**src/rtl/bct_pkg.sv**
```systemverilog
package bct_pkg;

  typedef enum logic [1:0] {
    ST_IDLE,
    ST_RUN,
    ST_LATE,
    ST_HOLD
  } bct_state_e;

  typedef enum logic [2:0] {
    OC_NONE,
    OC_WAIT,
    OC_OK,
    OC_OK_HALT,
    OC_TRAP,
    OC_RETRY
  } bct_oc_e;

  // response lines, active high
  typedef struct packed {
    logic ack;
    logic err;
    logic hlt;
  } bct_rsp_t;

endpackage

```
**src/rtl/bct_timer.sv**
```systemverilog
module bct_timer #(
  parameter int unsigned FIRST_N = 4
) (
  input  logic clk_i,
  input  logic rst_ni,
  input  logic clr_i,
  output logic ref_o,
  output logic two_o
);
  localparam int unsigned CW = $clog2(FIRST_N + 2);
  localparam logic [CW-1:0] REF_V  = CW'(FIRST_N);
  localparam logic [CW-1:0] WRAP_V = CW'(FIRST_N + 1);

  logic [CW-1:0] cnt_q;

  always_ff @(posedge clk_i or negedge rst_ni) begin
    if (!rst_ni)              cnt_q <= '0;
    else if (clr_i)           cnt_q <= '0;
    else if (cnt_q == WRAP_V) cnt_q <= REF_V;  // wait states: toggle around N
    else                      cnt_q <= cnt_q + 1'b1;
  end

  assign ref_o = (cnt_q == REF_V);
  assign two_o = (cnt_q == CW'(1));
endmodule

```
**src/rtl/bct_decide.sv**
```systemverilog
module bct_decide import bct_pkg::*; #(
  parameter bit LATE_ERR = 1'b1
) (
  input  logic     first_i,
  input  logic     second_i,
  input  bct_rsp_t rsp_i,
  input  logic     halt_n_i,
  output bct_oc_e  oc_o
);
  bct_oc_e ack_oc;

  generate
    if (LATE_ERR) begin : g_late
      assign ack_oc = OC_WAIT;
    end else begin : g_basic
      assign ack_oc = rsp_i.hlt ? OC_OK_HALT : OC_OK;
    end
  endgenerate

  always_comb begin
    oc_o = OC_NONE;
    if (first_i) begin
      if (rsp_i.err)      oc_o = rsp_i.hlt ? OC_RETRY : OC_TRAP;
      else if (rsp_i.ack) oc_o = ack_oc;
    end else if (second_i) begin
      if (rsp_i.err) oc_o = rsp_i.hlt ? OC_RETRY : OC_TRAP;
      else           oc_o = (rsp_i.hlt || halt_n_i) ? OC_OK_HALT : OC_OK;
    end
  end
endmodule

```
**src/rtl/bus_term_ctrl.sv**
```systemverilog
module bus_term_ctrl import bct_pkg::*; #(
  parameter int unsigned AW       = 24,
  parameter int unsigned FIRST_N  = 4,
  parameter bit          LATE_ERR = 1'b1
) (
  input  logic          clk_i,
  input  logic          rst_ni,
  input  logic          req_i,
  input  logic [AW-1:0] addr_i,
  input  logic          we_i,
  input  logic          dtack_ni,
  input  logic          berr_ni,
  input  logic          halt_ni,
  output logic          as_no,
  output logic [AW-1:0] addr_o,
  output logic          we_o,
  output logic          ok_o,
  output logic          ok_halt_o,
  output logic          trap_o,
  output logic          retry_o,
  output logic          halted_o
);
  bct_state_e    state_q;
  bct_oc_e       oc;
  bct_rsp_t      rsp;
  logic          retry_q, halt_n_q, we_q;
  logic [AW-1:0] addr_q;
  logic [3:0]    strb_q;
  logic          at_ref, at_two, first, second, tmr_clr, lines_free;

  assign rsp        = '{ack: ~dtack_ni, err: ~berr_ni, hlt: ~halt_ni};
  assign lines_free = dtack_ni & berr_ni;
  assign first      = (state_q == ST_RUN)  && at_ref;
  assign second     = (state_q == ST_LATE) && at_two;
  assign tmr_clr    = !((state_q == ST_RUN) || (state_q == ST_LATE)) || (oc == OC_WAIT);

  bct_timer #(.FIRST_N(FIRST_N)) u_timer (
    .clk_i (clk_i),
    .rst_ni(rst_ni),
    .clr_i (tmr_clr),
    .ref_o (at_ref),
    .two_o (at_two)
  );

  bct_decide #(.LATE_ERR(LATE_ERR)) u_decide (
    .first_i (first),
    .second_i(second),
    .rsp_i   (rsp),
    .halt_n_i(halt_n_q),
    .oc_o    (oc)
  );

  always_ff @(posedge clk_i or negedge rst_ni) begin
    if (!rst_ni) begin
      state_q  <= ST_IDLE;
      retry_q  <= 1'b0;
      halt_n_q <= 1'b0;
      addr_q   <= '0;
      we_q     <= 1'b0;
      strb_q   <= '0;
    end else begin
      strb_q <= '0;
      case (state_q)
        ST_IDLE: begin
          if (req_i && lines_free) begin
            state_q <= ST_RUN;
            addr_q  <= addr_i;
            we_q    <= we_i;
          end
        end
        ST_RUN, ST_LATE: begin
          case (oc)
            OC_WAIT: begin
              state_q  <= ST_LATE;
              halt_n_q <= rsp.hlt;
            end
            OC_OK: begin
              state_q   <= ST_IDLE;
              strb_q[0] <= 1'b1;
            end
            OC_OK_HALT: begin
              state_q   <= ST_HOLD;
              strb_q[1] <= 1'b1;
            end
            OC_TRAP: begin
              state_q   <= ST_IDLE;
              strb_q[2] <= 1'b1;
            end
            OC_RETRY: begin
              state_q   <= ST_HOLD;
              retry_q   <= 1'b1;
              strb_q[3] <= 1'b1;
            end
            default: ;
          endcase
        end
        ST_HOLD: begin
          if (halt_ni) begin
            if (!retry_q) begin
              state_q <= ST_IDLE;
            end else if (lines_free) begin
              state_q <= ST_RUN;  // reissue latched address
              retry_q <= 1'b0;
            end
          end
        end
        default: state_q <= ST_IDLE;
      endcase
    end
  end

  assign as_no     = (state_q != ST_RUN);
  assign addr_o    = addr_q;
  assign we_o      = we_q;
  assign ok_o      = strb_q[0];
  assign ok_halt_o = strb_q[1];
  assign trap_o    = strb_q[2];
  assign retry_o   = strb_q[3];
  assign halted_o  = (state_q == ST_HOLD);
endmodule

```
**config.mk**
```make
export PLATFORM = sky130hd
export DESIGN_NAME = bus_term_ctrl
export DESIGN_NICKNAME = d
export VERILOG_FILES = /design/src/rtl/bct_pkg.sv /design/src/rtl/bct_timer.sv /design/src/rtl/bct_decide.sv /design/src/rtl/bus_term_ctrl.sv
export SDC_FILE = /design/constraint.sdc
export NUM_CORES = 1
export LEC_CHECK = 0
export CAP_MARGIN = 20
export CORE_MARGIN = 2
export CORE_UTILIZATION = 38
export DETAILED_ROUTE_END_ITERATION = 10
export PLACE_DENSITY = 0.75
export SYNTH_ARGS = -nofsm -noshare
export SYNTH_HDL_FRONTEND = slang
export SYNTH_SLANG_ARGS = --single-unit
```
**constraint.sdc**
```tcl
create_clock -name clk_i -period 1.8 [get_ports clk_i]
set_input_delay 0.45 -clock clk_i [delete_from_list [all_inputs] [get_ports clk_i]]
set_output_delay 0.45 -clock clk_i [all_outputs]
set_load 0.02 [all_outputs]
```
==> impl_metrics.tcl <==
set metrics [dict create \
    finalSetupViolCount 4 \
    vias_per_cell 4.75 \
    power.density_mw_per_mm2 1640 \
    placed_cells 244 \
    clk_pin_slew_worst_paths_ps 70 \
    io_pins 62 \
    ys_seq_area_share_pct 59.0 \
    synth_common_cells "dfrtp_1 (36), mux2_2 (23), inv_1 (7), nand2_1 (7), nor2_1 (7)" \
    synth_cell_types 25 \
    std_cell_rows 23 \
    max_cap_violations 0 \
    root_buffer "clkbuf_8" \
    hold_violations 0 \
    rsz0062_at_grt "true" \
    synth_cells 116 \
    drt_iter0_markers 59 \
    tns_ps -515 \
    crit_required_ps 1970 \
    leakage_uw 0.00112 \
    wl_per_cell_um 14.3 \
    period_needed_ps 2000 \
    crit_type "flop to flop" \
    grt_max_degree 37 \
    max-slew-margin-rel_pct 70.2 \
    die_h_um 67.4 \
    end_kind "flop" \
    finalNonFillerCells 256 \
    start_kind "flop" \
    die_width_um 67.4 \
    die_area_sq_mm 0.00454 \
    vias 1217 \
    min_to "addr_o[14]" \
    crit_arrival_ps 2170 \
    yosysTopAreaCell "dfrtp_1" \
    drc_errors 0 \
    coreArea_sq_mm 0.00394 \
    overflow 0 \
    cts_made_buffers 5 \
    r2r_end "state_q[0]" \
    areaGrowthSynthToFinish_pct 66.9 \
    synth_area_leaders "dfrtp_1 (59%), mux2_2 (17%), ha_1 (4.1%)" \
    r2r_slack_ps -200 \
    min-delay-start "addr_o[14]" \
    ys_ff_latch 36 \
    grt_pass1_vias 1216 \
    yosysWarnings 0 \
    synthFlopType "dfrtp_1" \
    hold_path_depth 1 \
    postLayoutSetupSlackWorst_ps -203 \
    power.total_uw 4190 \
    hold_class "flop to flop" \
    synth_nets 152 \
    status "finished, violations left" \
    skew_ps 4.48 \
    cts_tree "built" \
    tightest_slew_ps 448 \
    post-dp-hpwl_um 2800 \
    synth_area_sq_mm 0.00153 \
    grt_pass1_wl_um 5640 \
    violations "setup timing" \
    clock-sinks 36 \
    cts_buffer_depth 2 \
    wirelength_um 3660 \
    port_buffers 61 \
    synthArstFlopShare_pct 100 \
    start_util_pct 38.7 \
    max_freq_mhz 499 \
    r2r_cells 7 \
    layout.nets 241 \
    worstSkewPairLatency_ps 280 \
    globalplace.congestion 0.792 \
    synth_most_common_cell "dfrtp_1" \
    cp_max_fo 4 \
    synth_top_area_share_pct 59.0 \
    cts_htree_levels 2 \
    rr_startpoint "state_q[0]" \
    antenna_found_initial 0 \
    diodes 0 \
    peakVddDrop_mv 0.759 \
    drive_above_1_share_pct 35.0 \
    slew_violations 0 \
    period_share_pct 111 \
    ant_nets 0 \
    synth.avg_cell_area_sq_um 13.2 \
    firstDrtPassIters 4 \
    grtUsageTotal_pct 17.5 \
    synth_edf_count 0 \
]
layout make-up:
| cell class | instances | area (sq um) |
|---|---|---|
| clock buffer | 5 | 68.8 |
| clock inverter | 3 | 42.5 |
| fill | 282 | 1400 |
| inverter | 7 | 26.3 |
| multi-input combinational | 70 | 646 |
| sequential | 36 | 902 |
| tap | 50 | 62.6 |
| timing repair buffer | 85 | 800 |
worst max-delay path: stages (launching register included):
cell and delay, ps:
dfrtp_2 450, inv_2 100, ha_4 130, nand3b_1 100
a21o_1 190, a21o_1 160, a222oi_1 360, mux2_2 390
power by group:
| part | internal [uW] | leakage [uW] | switching (uW) | total [uW] |
|---|---|---|---|---|
| sequential | 1150 | 0.000444 | 203 | 1350 |
| clock | 409 | 0.0000541 | 280 | 689 |
| combinational | 1160 | 0.000625 | 982 | 2140 |
| total | 2720 | 0.00112 | 1470 | 4190 |
what timing repair did:
item / 4_1_cts / 5_1_grt
gates resized for setup: 13 / 11
pin swaps: 0 / 2
buffers inserted: 1 / 3
cloned: 0 / 0
setup endpoints to repair: 6 / 8
hold buffers: 0 / 0
cells by family (layout without fill, tap and decap cells):
group | count (synthesis) | after routing | share of synthesized area (%)
buffers and inverters | 10 | 100 | 2.54
XOR/XNOR | 1 | 1 | 0.574
AO/OA/AOI/OAI | 9 | 9 | 3.93
AND/OR/NAND/NOR | 27 | 27 | 9.26
adder cells (fa/ha/maj) | 5 | 5 | 4.10
multiplexers | 28 | 28 | 20.6
flip-flops | 36 | 36 | 59.0
cells in the final DEF, fill, tap and decap left out, types with 2 or more instances in the layout:
cell type,netlist,layout
a21o_1,2,2
a21oi_1,2,2
buf_4,0,23
clkbuf_8,0,5
clkdlybuf4s50_1,0,59
dfrtp_1,36,35
ha_1,5,3
ha_4,0,2
inv_1,7,3
inv_2,0,4
mux2_1,4,2
mux2_2,23,24
nand2_1,7,7
nand3b_1,2,2
nor2_1,7,7
nor3_1,3,2
o31ai_1,2,2
worst max-delay path by stage:
stage | slack, ps | from | to
after CTS | -180 | state_q[0] | state_q[0]
final | -200 | state_q[0] | state_q[0]
after floorplan | -110 | state_q[1] | state_q[0]
after global routing | -270 | state_q[0] | state_q[0]
after global placement | -320 | berr_ni | state_q[0]
after detailed placement | -390 | berr_ni | state_q[0]
per-stage QoR:
step | setup slack (ps) | area [sq um] | utilization [%] | hold slack [ps]
floorplan | -106 | 1540 | - | 154
finish | -203 | 2550 | 64.6 | 497
global route | -273 | 2550 | 64.6 | 513
global placement | -319 | 2360 | 59.9 | 474
CTS | -178 | 2500 | 63.4 | 500
detailed placement | -390 | 2360 | 59.9 | 484
state kept, by name (all words and copies together) (netlist names):
name	count
addr_o	24
strb_q	4
u_timer.cnt_q	3
state_q	2
halt_n_q	1
retry_q	1
we_o	1
layer usage:
metal  wire [um]  track usage, %
met5           0               0
met4          48            5.36
met3         182            6.17
met2        1880            29.3
met1        1560            21.1
No activity file was read; power rests on OpenSTA's default activity.
